<file path="src/rtl/dbg_scan_pkg.sv">
`timescale 1ns/100ps
package dbg_scan_pkg;

  localparam int IR_W   = 4;
  localparam int ID_W   = 32;
  localparam int DATA_W = 32;
  localparam int ADDR_W = 2;

  typedef enum logic [3:0] {
    ST_TLR, ST_RTI,
    ST_SEL_DR, ST_CAP_DR, ST_SH_DR, ST_EX1_DR, ST_PAU_DR, ST_EX2_DR, ST_UPD_DR,
    ST_SEL_IR, ST_CAP_IR, ST_SH_IR, ST_EX1_IR, ST_PAU_IR, ST_EX2_IR, ST_UPD_IR
  } tap_state_e;

  localparam logic [IR_W-1:0] INS_CANCEL = 4'b1000;
  localparam logic [IR_W-1:0] INS_CTL    = 4'b1010;
  localparam logic [IR_W-1:0] INS_RES    = 4'b1011;
  localparam logic [IR_W-1:0] INS_IDENT  = 4'b1110;
  localparam logic [IR_W-1:0] INS_BYPASS = 4'b1111;

  localparam logic [2:0] ACK_OK   = 3'b010;
  localparam logic [2:0] ACK_WAIT = 3'b001;

  typedef enum logic [1:0] {CH_BYPASS, CH_IDENT, CH_ACCESS} chain_e;
  typedef enum logic [1:0] {AC_NONE, AC_CANCEL, AC_CTL, AC_RES} acc_e;

  function automatic chain_e chain_of(logic [IR_W-1:0] ins);
    case (ins)
      INS_CANCEL, INS_CTL, INS_RES: chain_of = CH_ACCESS;
      INS_IDENT:                    chain_of = CH_IDENT;
      default:                      chain_of = CH_BYPASS;
    endcase
  endfunction

  function automatic acc_e access_of(logic [IR_W-1:0] ins);
    case (ins)
      INS_CANCEL: access_of = AC_CANCEL;
      INS_CTL:    access_of = AC_CTL;
      INS_RES:    access_of = AC_RES;
      default:    access_of = AC_NONE;
    endcase
  endfunction

endpackage

</file>
<file path="src/rtl/dbg_tap_ctrl.sv">
`timescale 1ns/100ps
module dbg_tap_ctrl
  import dbg_scan_pkg::*;
(
  input  logic       tck,
  input  logic       trst_n,
  input  logic       tms,
  output tap_state_e state
);

  tap_state_e nxt;

  always_comb begin
    case (state)
      ST_TLR:    nxt = tms ? ST_TLR    : ST_RTI;
      ST_RTI:    nxt = tms ? ST_SEL_DR : ST_RTI;
      ST_SEL_DR: nxt = tms ? ST_SEL_IR : ST_CAP_DR;
      ST_CAP_DR: nxt = tms ? ST_EX1_DR : ST_SH_DR;
      ST_SH_DR:  nxt = tms ? ST_EX1_DR : ST_SH_DR;
      ST_EX1_DR: nxt = tms ? ST_UPD_DR : ST_PAU_DR;
      ST_PAU_DR: nxt = tms ? ST_EX2_DR : ST_PAU_DR;
      ST_EX2_DR: nxt = tms ? ST_UPD_DR : ST_SH_DR;
      ST_UPD_DR: nxt = tms ? ST_SEL_DR : ST_RTI;
      ST_SEL_IR: nxt = tms ? ST_TLR    : ST_CAP_IR;
      ST_CAP_IR: nxt = tms ? ST_EX1_IR : ST_SH_IR;
      ST_SH_IR:  nxt = tms ? ST_EX1_IR : ST_SH_IR;
      ST_EX1_IR: nxt = tms ? ST_UPD_IR : ST_PAU_IR;
      ST_PAU_IR: nxt = tms ? ST_EX2_IR : ST_PAU_IR;
      ST_EX2_IR: nxt = tms ? ST_UPD_IR : ST_SH_IR;
      ST_UPD_IR: nxt = tms ? ST_SEL_DR : ST_RTI;
      default:   nxt = ST_TLR;
    endcase
  end

  always_ff @(posedge tck or negedge trst_n) begin
    if (!trst_n) state <= ST_TLR;
    else         state <= nxt;
  end

  // run of consecutive high TMS samples, saturating at five
  logic [2:0] tms_run;
  always_ff @(posedge tck or negedge trst_n) begin
    if (!trst_n)           tms_run <= '0;
    else if (!tms)         tms_run <= '0;
    else if (tms_run != 5) tms_run <= tms_run + 3'd1;
  end

  p_five_ones_reset_r1: assert property (@(posedge tck) disable iff (!trst_n)
    (tms_run == 3'd5) |-> (state == ST_TLR));

  p_tlr_holds_r1: assert property (@(posedge tck) disable iff (!trst_n)
    (state == ST_TLR && tms) |=> (state == ST_TLR));

endmodule

</file>
<file path="src/rtl/dbg_ir.sv">
`timescale 1ns/100ps
module dbg_ir
  import dbg_scan_pkg::*;
#(
  parameter int W = IR_W
)(
  input  logic         tck,
  input  logic         trst_n,
  input  tap_state_e   state,
  input  logic         tdi,
  output logic [W-1:0] ins,
  output logic         ir_lsb
);

  localparam logic [W-1:0] CAP_PAT = {{(W-2){1'b0}}, 2'b01};

  logic [W-1:0] sr;

  always_ff @(posedge tck or negedge trst_n) begin
    if (!trst_n) begin
      sr  <= '0;
      ins <= INS_IDENT;
    end else begin
      case (state)
        ST_TLR:    ins <= INS_IDENT;
        ST_CAP_IR: sr  <= CAP_PAT;
        ST_SH_IR:  sr  <= {tdi, sr[W-1:1]};
        ST_UPD_IR: ins <= sr;
        default: ;
      endcase
    end
  end

  assign ir_lsb = sr[0];

  p_tlr_ident_r1: assert property (@(posedge tck) disable iff (!trst_n)
    (state == ST_TLR) |=> (ins == INS_IDENT));

  p_ir_capture_r2: assert property (@(posedge tck) disable iff (!trst_n)
    (state == ST_CAP_IR) |=> (ir_lsb == 1'b1));

  p_ins_stable_r2: assert property (@(posedge tck) disable iff (!trst_n)
    (state != ST_UPD_IR && state != ST_TLR) |=> $stable(ins));

endmodule

</file>
<file path="src/rtl/dbg_dr_chains.sv">
`timescale 1ns/100ps
module dbg_dr_chains
  import dbg_scan_pkg::*;
#(
  parameter int          DW        = DATA_W,
  parameter int          AW        = ADDR_W,
  parameter logic [3:0]  ID_VER    = 4'h1,
  parameter logic [15:0] ID_PART   = 16'h4D21,
  parameter logic [10:0] ID_MAKER  = 11'h135
)(
  input  logic            tck,
  input  logic            trst_n,
  input  tap_state_e      state,
  input  logic            tdi,
  input  logic [IR_W-1:0] ins,
  input  logic [DW-1:0]   result,
  input  logic            busy,
  output logic            dr_lsb,
  output logic            upd_fire,
  output logic [DW-1:0]   upd_data,
  output logic [AW-1:0]   upd_addr,
  output logic            upd_rd,
  output logic            upd_tgt,
  output logic            abort_req
);

  localparam int HDR_W = 1 + AW;          // read flag plus address, also ack width
  localparam int DR_W  = DW + HDR_W;
  localparam logic [ID_W-1:0] ID_WORD = {ID_VER, ID_PART, ID_MAKER, 1'b1};

  chain_e     kind;
  acc_e       acc;
  logic [DR_W-1:0] sr;
  logic [HDR_W-1:0] ack;

  assign kind = chain_of(ins);
  assign acc  = access_of(ins);
  assign ack  = busy ? HDR_W'(ACK_WAIT) : HDR_W'(ACK_OK);

  always_ff @(posedge tck or negedge trst_n) begin
    if (!trst_n) begin
      sr <= '0;
    end else if (state == ST_CAP_DR) begin
      case (kind)
        CH_ACCESS: sr <= {result, ack};
        CH_IDENT:  sr <= DR_W'(ID_WORD);
        default:   sr <= '0;
      endcase
    end else if (state == ST_SH_DR) begin
      case (kind)
        CH_ACCESS: sr <= {tdi, sr[DR_W-1:1]};
        CH_IDENT:  sr[ID_W-1:0] <= {tdi, sr[ID_W-1:1]};
        default:   sr[0] <= tdi;
      endcase
    end
  end

  assign dr_lsb   = sr[0];
  assign upd_fire = (state == ST_UPD_DR) && (acc == AC_CTL || acc == AC_RES);
  assign upd_tgt  = (acc == AC_RES);
  assign upd_rd   = sr[0];
  assign upd_addr = sr[AW:1];
  assign upd_data = sr[DR_W-1:HDR_W];

  always_ff @(posedge tck or negedge trst_n) begin
    if (!trst_n) abort_req <= 1'b0;
    else         abort_req <= (state == ST_UPD_DR) && (acc == AC_CANCEL) && sr[HDR_W];
  end

  p_ack_legal_r6: assert property (@(posedge tck) disable iff (!trst_n)
    (state == ST_CAP_DR && kind == CH_ACCESS)
      |=> (sr[2:0] == ACK_OK || sr[2:0] == ACK_WAIT));

  p_bypass_zero_r4: assert property (@(posedge tck) disable iff (!trst_n)
    (state == ST_CAP_DR && kind == CH_BYPASS) |=> (dr_lsb == 1'b0));

  p_abort_single_r9: assert property (@(posedge tck) disable iff (!trst_n)
    abort_req |=> !abort_req);

  p_abort_no_req_r9: assert property (@(posedge tck) disable iff (!trst_n)
    abort_req |-> !upd_fire);

endmodule

</file>
<file path="src/rtl/dbg_req_port.sv">
`timescale 1ns/100ps
module dbg_req_port
  import dbg_scan_pkg::*;
#(
  parameter int DW = DATA_W,
  parameter int AW = ADDR_W
)(
  input  logic          tck,
  input  logic          trst_n,
  input  logic          upd_fire,
  input  logic [DW-1:0] upd_data,
  input  logic [AW-1:0] upd_addr,
  input  logic          upd_rd,
  input  logic          upd_tgt,
  output logic          req_valid,
  input  logic          req_ready,
  output logic [DW-1:0] req_data,
  output logic [AW-1:0] req_addr,
  output logic          req_rd,
  output logic          req_tgt,
  input  logic          rsp_valid,
  input  logic [DW-1:0] rsp_data,
  output logic          busy,
  output logic [DW-1:0] result
);

  logic pend, await_rsp;

  always_ff @(posedge tck or negedge trst_n) begin
    if (!trst_n) begin
      pend      <= 1'b0;
      await_rsp <= 1'b0;
      req_data  <= '0;
      req_addr  <= '0;
      req_rd    <= 1'b0;
      req_tgt   <= 1'b0;
      result    <= '0;
    end else begin
      if (pend && req_ready) begin
        pend      <= 1'b0;
        await_rsp <= 1'b1;
      end
      if (await_rsp && rsp_valid) begin
        await_rsp <= 1'b0;
        result    <= rsp_data;
      end
      if (upd_fire && !busy) begin
        pend     <= 1'b1;
        req_data <= upd_data;
        req_addr <= upd_addr;
        req_rd   <= upd_rd;
        req_tgt  <= upd_tgt;
      end
    end
  end

  assign req_valid = pend;
  assign busy      = pend | await_rsp;

  p_hold_r8: assert property (@(posedge tck) disable iff (!trst_n)
    (req_valid && !req_ready) |=> (req_valid && $stable(req_data)
      && $stable(req_addr) && $stable(req_rd) && $stable(req_tgt)));

  p_single_flight_r8: assert property (@(posedge tck) disable iff (!trst_n)
    req_valid |-> !await_rsp);

  p_drop_busy_r7: assert property (@(posedge tck) disable iff (!trst_n)
    (upd_fire && busy) |=> ($stable(req_data) && $stable(req_addr) && $stable(req_tgt)));

  p_stray_rsp_r8: assert property (@(posedge tck) disable iff (!trst_n)
    (!await_rsp) |=> $stable(result));

endmodule

</file>
<file path="src/rtl/jtag_dbg_scan.sv">
`timescale 1ns/100ps
module jtag_dbg_scan
  import dbg_scan_pkg::*;
#(
  parameter logic [3:0]  ID_VER   = 4'h1,
  parameter logic [15:0] ID_PART  = 16'h4D21,
  parameter logic [10:0] ID_MAKER = 11'h135
)(
  input  logic        tck,
  input  logic        trst_n,
  input  logic        tms,
  input  logic        tdi,
  output logic        tdo,
  output logic        req_valid,
  input  logic        req_ready,
  output logic [31:0] req_data,
  output logic [1:0]  req_addr,
  output logic        req_rd,
  output logic        req_tgt,
  input  logic        rsp_valid,
  input  logic [31:0] rsp_data,
  output logic        abort_req
);

  tap_state_e        state;
  logic [IR_W-1:0]   ins;
  logic              ir_lsb, dr_lsb;
  logic              upd_fire, upd_rd, upd_tgt, busy;
  logic [DATA_W-1:0] upd_data, result;
  logic [ADDR_W-1:0] upd_addr;

  dbg_tap_ctrl u_tap (
    .tck(tck), .trst_n(trst_n), .tms(tms), .state(state)
  );

  dbg_ir #(.W(IR_W)) u_ir (
    .tck(tck), .trst_n(trst_n), .state(state), .tdi(tdi),
    .ins(ins), .ir_lsb(ir_lsb)
  );

  dbg_dr_chains #(
    .DW(DATA_W), .AW(ADDR_W),
    .ID_VER(ID_VER), .ID_PART(ID_PART), .ID_MAKER(ID_MAKER)
  ) u_dr (
    .tck(tck), .trst_n(trst_n), .state(state), .tdi(tdi), .ins(ins),
    .result(result), .busy(busy), .dr_lsb(dr_lsb),
    .upd_fire(upd_fire), .upd_data(upd_data), .upd_addr(upd_addr),
    .upd_rd(upd_rd), .upd_tgt(upd_tgt), .abort_req(abort_req)
  );

  dbg_req_port #(.DW(DATA_W), .AW(ADDR_W)) u_req (
    .tck(tck), .trst_n(trst_n),
    .upd_fire(upd_fire), .upd_data(upd_data), .upd_addr(upd_addr),
    .upd_rd(upd_rd), .upd_tgt(upd_tgt),
    .req_valid(req_valid), .req_ready(req_ready), .req_data(req_data),
    .req_addr(req_addr), .req_rd(req_rd), .req_tgt(req_tgt),
    .rsp_valid(rsp_valid), .rsp_data(rsp_data),
    .busy(busy), .result(result)
  );

  // serial output launched on the falling edge
  always_ff @(negedge tck or negedge trst_n) begin
    if (!trst_n)                tdo <= 1'b0;
    else if (state == ST_SH_IR) tdo <= ir_lsb;
    else if (state == ST_SH_DR) tdo <= dr_lsb;
    else                        tdo <= 1'b0;
  end

  p_tdo_quiet_r10: assert property (@(posedge tck) disable iff (!trst_n)
    (state != ST_SH_IR && state != ST_SH_DR) |-> (tdo == 1'b0));

endmodule

</file>
<file path="config.mk">
export PLATFORM = sky130hd
export DESIGN_NAME = jtag_dbg_scan
export DESIGN_NICKNAME = d
export VERILOG_FILES = /design/src/rtl/dbg_scan_pkg.sv /design/src/rtl/dbg_tap_ctrl.sv /design/src/rtl/dbg_ir.sv /design/src/rtl/dbg_dr_chains.sv /design/src/rtl/dbg_req_port.sv /design/src/rtl/jtag_dbg_scan.sv
export SDC_FILE = /design/constraint.sdc
export NUM_CORES = 1
export LEC_CHECK = 0
export ABC_AREA = 1
export BUFFER_PORTS_ARGS = -buffer_cell sky130_fd_sc_hd__buf_4
export CAP_MARGIN = 0
export CORE_AREA = 2 2 126 98
export CTS_BUF_LIST = sky130_fd_sc_hd__clkbuf_8
export CTS_CLUSTER_DIAMETER = 120
export DETAILED_ROUTE_END_ITERATION = 12
export DIE_AREA = 0 0 128 100
export PLACE_DENSITY = 0.67
export SETUP_SLACK_MARGIN = 0.2
export SYNTH_ARGS = -nofsm -noshare
export SYNTH_HDL_FRONTEND = slang
export SYNTH_SLANG_ARGS = --single-unit
</file>
<file path="constraint.sdc">
create_clock -name tck -period 2.5 [get_ports tck]
set_clock_uncertainty 0.1 [all_clocks]
set_input_delay 0.375 -clock tck [delete_from_list [all_inputs] [get_ports tck]]
set_output_delay 0.375 -clock tck [all_outputs]
set_load 0.02 [all_outputs]
</file>
==> results of run 1 <==
[metrics by stage]
stage | util [%] | power (mW) | hold slack (ns)
floorplan | - | 4.14 | -0.0206
global placement | 51.4 | 4.62 | 0.364
detailed placement | 51.4 | 4.69 | 0.367
CTS | 55.4 | 6.57 | 0.0181
global route | 55.6 | 7.06 | 0.0284
finish | 55.6 | 6.60 | 0.0310
[synthesized netlist by cell type]
cell type | n | share of area [%]
o21ai_0 | 64 | 6.0
buf_6 | 1 | 0.21
dfrtp_1 | 115 | 54
ha_1 | 2 | 0.47
o21ai_1 | 11 | 1.0
buf_4 | 5 | 0.71
nor3_1 | 1 | 0.094
nor2_1 | 10 | 0.71
nand3_1 | 11 | 1.0
o21ai_4 | 1 | 0.31
a21oi_1 | 6 | 0.57
o21bai_1 | 1 | 0.14
nor2_2 | 3 | 0.35
a31oi_1 | 1 | 0.12
o22ai_1 | 4 | 0.47
nand2_2 | 2 | 0.24
dfstp_2 | 3 | 1.5
clkinv_2 | 1 | 0.094
nand4_1 | 4 | 0.47
clkbuf_1 | 16 | 1.1
inv_2 | 2 | 0.14
inv_1 | 58 | 4.1
nand3_2 | 1 | 0.19
dfrtn_1 | 1 | 0.47
buf_2 | 6 | 0.57
nor2_4 | 2 | 0.42
nand2_1 | 344 | 24
[worst paths after layout]
path / to / slack, ns / from
worst max-delay path: tdo / -0.12 / tdo
worst min-delay path: u_req.req_valid / 0.03 / req_ready
worst max register to register: tdo / 0.25 / u_tap.state[0]
worst min register to register: u_req.result[16] / 0.38 / u_req.result[16]
max in group asynchronous: tdo / 0.80 / trst_n
min in group asynchronous: u_req.req_data[30] / 0.50 / trst_n
[final cells by class]
| class | instances | area (um^2) |
|---|---|---|
| Fill cell | 1113 | 5210 |
| Sequential cell | 119 | 2990 |
| Multi-Input combinational cell | 468 | 1980 |
| Timing Repair Buffer | 91 | 714 |
| Clock buffer | 18 | 248 |
| Inverter | 61 | 231 |
| Tap cell | 148 | 185 |
| Clock inverter | 14 | 174 |
[what timing repair did]
action | CTS | global route
buffers inserted | 3 | 1
endpoints found under the setup margin | 2 | 2
pin swaps | 2 | 1
hold endpoints to repair | 21 | 0
hold buffers | 1 | 0
gates resized for setup | 3 | 8
[worst reg2reg max path, delay by kind of cell, from the launching register on]
family | cells | cell delay, ns
flip-flops | 1 | 0.46
buffers and inverters | 1 | 0.04
AO/OA/AOI/OAI | 1 | 0.07
AND/OR/NAND/NOR | 2 | 0.15
[where the power goes]
group | internal, mW | switching [mW] | total, mW | leakage, nW
clock | 1.02 | 0.825 | 1.85 | 0.207
combinational | 0.689 | 1.21 | 1.90 | 1.68
sequential | 2.48 | 0.375 | 2.85 | 1.57
[per-layer routing]
layer  part of all wire, %  global-route usage (%)  up-vias
met1                    53                    33.3     2047
met3                   5.7                    4.37       21
li1                      -                       -     2259
met5                     0                       0        -
met2                    40                    26.9      137
met4                   1.3                    7.61        0
[logic make-up (layout without fill, tap and decap cells)]
kind of cell    Yosys count  in the layout  synth area share [%]
compound gates           88             88                  8.67
fa+ha+maj                 2              2                 0.471
buf+inv                  89            184                  6.95
flops                   119            119                  56.1
simple gates            378            378                  27.8
[sequential cells by signal, summed over array words and instances (netlist names)]
signal / count
u_req.result: 32
u_ir.ins: 4
tdo: 1
u_dr.sr: 35
u_req.req_data: 32
u_req.req_addr: 2
u_dr.abort_req: 1
u_req.req_valid: 1
u_req.req_tgt: 1
u_ir.sr: 4
u_req.await_rsp: 1
u_tap.state: 4
u_req.req_rd: 1
==> reports/metrics.cfg, run 1 <==
[final_layout]
diodes=0
layoutNonFillerInstCount=919
nets=798
final_cell_mix=nand2_1, dfrtp_1, buf_4, o21ai_0, inv_1
area_growth_pct=22.8
layout_commonest_cell=nand2_1
drive_gt1_share_pct=18.8
final_area_um2=6520

[hold_path]
min_delay_path_depth=2
worst_hold_path_type=in -> reg

[placed_design]
dp_hpwl_um=8430
port_buffers=76
gp_congestion=0.907
dp.cells=882
dpl_cell_area_um2=6030
place_ws_ns=0.207

[yosys]
ys_ff_latch=119
syn_avg_cell_area_um2=7.86
yosysWarnings=0
synth-seq-area-share_pct=56.1
synth_cells=676
synth_nets=716
syn_area_um2=5310
synthDistinctLibCells=27

[floorplan]
core-area_um2=11700
row_count=35
io_pins=77
die_h_um=100
die_w_um=128
start_util_pct=45.3
fp.dieArea_um2=12800

[sta]
final_hold_viol_count=0
rsz0062_at_grt=yes
slew_viol_final=0
fin_tns_setup_ns=-0.124
max_slew_margin_pct=43.5
worst_slack_ns=-0.124
setup_violations=1
worst_pin_slew_ns=0.847

[setup_path]
crit_chain=buf_6
cp.required_ns=2.03
max_stage_delay_ns=0.40
cp_max_fo=1
cpLargestDelayFamily=flip-flops
r2r.worst_path.cells=4
crit_buf_inv=1
cp.depth=1
arrival_ns=2.15
slowest_stage=dfrtn_1
crit_path_end_kind=primary output
worst_setup_path_start_kind=flop
setup.worst_path.class=reg -> out

[detailed_routing]
ant_nets=0
routed_wl_um=12300
drc=0
vias=4464
detail_route.wl_per_cell_um=13.3
dr.first_iter.drc_count=388
via_per_inst=4.86
dr.pass1.iters=5

[global_routing]
grt_pass1_vias=4173
grt_antenna_before_repair=0
globalRouteOverflowTotal=0
grt_pass1_wl_um=20700
grt_max_degree=119
track_usage_pct=20.6

[cts]
clk_pin_slew_ns=0.08
clockBufferDepth=2
h-tree-depth=4
cts_made_buffers=17
cts_tree=yes
cts_sinks=119
cts-root-buf=clkbuf_8
clk_latency_ns=0.43

[power_and_ir_drop]
powerDensity_nw_per_um2=1010
p_leak_nw=3.45
ir_drop_mv=0.384

[run_status]
violations=negative setup slack
status=finished with violations

[job]
drv_cap=0

(Power assumes the default switching activity.)
==> run 2, diff against run 1 <==
- CORE_AREA: 2 2 126 98 -> 2 2 113 88
- DIE_AREA: 0 0 128 100 -> 0 0 115 90
- PLACE_DENSITY: 0.67 -> 0.8
==> run 2 against run 1 <==
  * The flow still finishes with violations (negative setup slack)
  * Count of clock-buffer cells in the layout unchanged
  * Hold slack about the same
  * Cell count decreased by 3.4%
  * Critical endpoint unchanged
  * Highest routed layer unchanged
==> reports/metrics.cfg, run 2 (synthesized netlist as in run 1, its figures left out) <==
[run_status]
status=finished with violations
violations=negative setup slack

[global_routing]
grt_pass1_wl_um=20400
grt_antenna_before_repair=0
globalRouteOverflowTotal=0
track_usage_pct=25.4
grt_max_degree=119
grt_pass1_vias=4225

[final_layout]
reg_top3=u_dr.sr x35, u_req.req_data x32, u_req.result x32
largest_register=u_dr.sr
final_cell_mix=nand2_1, dfrtp_1, buf_4, o21ai_0, inv_1
layoutNonFillerInstCount=888
seq_area_um2=2990
nets=801
drive_gt1_share_pct=18.8
diodes=0
n_fill_cell=722
multi_input_area_um2=1990
area_growth_pct=22.2
layout_commonest_cell=nand2_1
largest_register_ffs=35
final_util_pct=69.7

[sta]
worst_slack_ns=-0.117
final_hold_viol_count=0
rsz0062_at_grt=yes
setup_violations=1
fin_tns_setup_ns=-0.117
max_slew_margin_pct=45.1
whs_ns=0.0312
worst_pin_slew_ns=0.822
slew_viol_final=0

[cts]
h-tree-depth=4
clk_pin_slew_ns=0.07
cts-root-buf=clkbuf_8
cts_sinks=119
clockBufferDepth=2
cts_made_buffers=17
cts_tree=yes
clk_latency_ns=0.43

[placed_design]
dp.cells=848
gp_congestion=0.916
dp_hpwl_um=8200
port_buffers=76

[floorplan]
die_h_um=90
row_count=31
fp.dieArea_um2=10400
core-area_um2=9310
die_w_um=115
io_pins=77
start_util_pct=57.1

[detailed_routing]
vias=4622
drc=0
ant_nets=0
dr.pass1.iters=5
via_per_inst=5.20
detail_route.wl_per_cell_um=14.0
routed_wl_um=12400
dr.first_iter.drc_count=462

[setup_path]
crit_chain=buf_6
cp_max_fo=1
setup.worst_path.class=reg -> out
slowest_stage=dfrtn_1
cp.required_ns=2.03
crit_path_end_kind=primary output
crit_buf_inv=1
arrival_ns=2.14
worst_setup_path_start_kind=flop
max_stage_delay_ns=0.40
cpLargestDelayFamily=flip-flops

[power_and_ir_drop]
p_int_mw=4.20
combPwrFrac_pct=29.9
pwr-share-seq_pct=43.2
p_leak_nw=3.47
p_switching_mw=2.42
powerDensity_nw_per_um2=1020
power_mw=6.62
switching_share_pct=36.5
ir_drop_mv=0.436
power_frac_clock_pct=26.9

[job]
drv_cap=0

[hold_path]
worst_hold_path_type=in -> reg

==> run 2: cell types whose count changed in the layout (fill, tap and decap cells not counted), sizes merged <==
cell / delta
clkinvlp: +1
clkinv: -1
buf: +3
inv: -1
==> run 2: final timing paths <==
path	start	end	slack, ns	cells past startpoint
setup reg to reg	u_tap.state[1]	tdo	0.21	4
hold / removal	req_ready	u_req.req_valid	0.03	2
setup / recovery	tdo	tdo	-0.12	1
hold reg to reg	u_req.result[29]	u_req.result[29]	0.38	2
min in group asynchronous	trst_n	u_req.req_data[31]	0.45	3
max in group asynchronous	trst_n	tdo	0.80	2
==> run 2: layout make-up <==
class | instances | share of cell area, %
inverters | 61 | 3.57
repair buffers | 94 | 11.4
clock buffers | 18 | 3.82
multi-input cells | 468 | 30.6
well taps | 115 | 2.22
flip-flops and latches | 119 | 46.0
clock inverters | 13 | 2.41
==> run 2: what timing repair did <==
action | in CTS | in global routing
endpoints found under the setup margin | 2 | 2
hold buffers | 1 | 0
resized for setup | 5 | 6
hold endpoints to repair | 88 | 0
pin swaps | 1 | 3
setup buffers | 4 | 4
==> run 2: metrics by stage <==
stage / area (um^2) / setup WS [ns]
5_1_grt: 6490 / -0.148
2_1_floorplan: 5320 / 0.208
3_3_place_gp: 5980 / 0.215
4_1_cts: 6440 / -0.137
6_report: 6490 / -0.117
3_5_place_dp: 5980 / 0.179
==> run 2: power groups by stage <==
stage	Combinational, mW	Sequential (mW)	Clock (mW)
2_1_floorplan	1.33	2.81	0
3_3_place_gp	1.75	2.84	0
3_5_place_dp	1.82	2.87	0
4_1_cts	1.90	2.83	1.81
5_1_grt	2.24	2.92	1.92
6_report	1.98	2.86	1.78
==> run 2: routing by layer <==
metal  GRT usage [%]  part of all wire, %  vias up
met5               0                    0        -
met4            8.84                  1.7        0
met3            6.88                  7.4       22
met2            34.4                   42      202
met1            39.4                   49     2144
li1                -                    -     2254
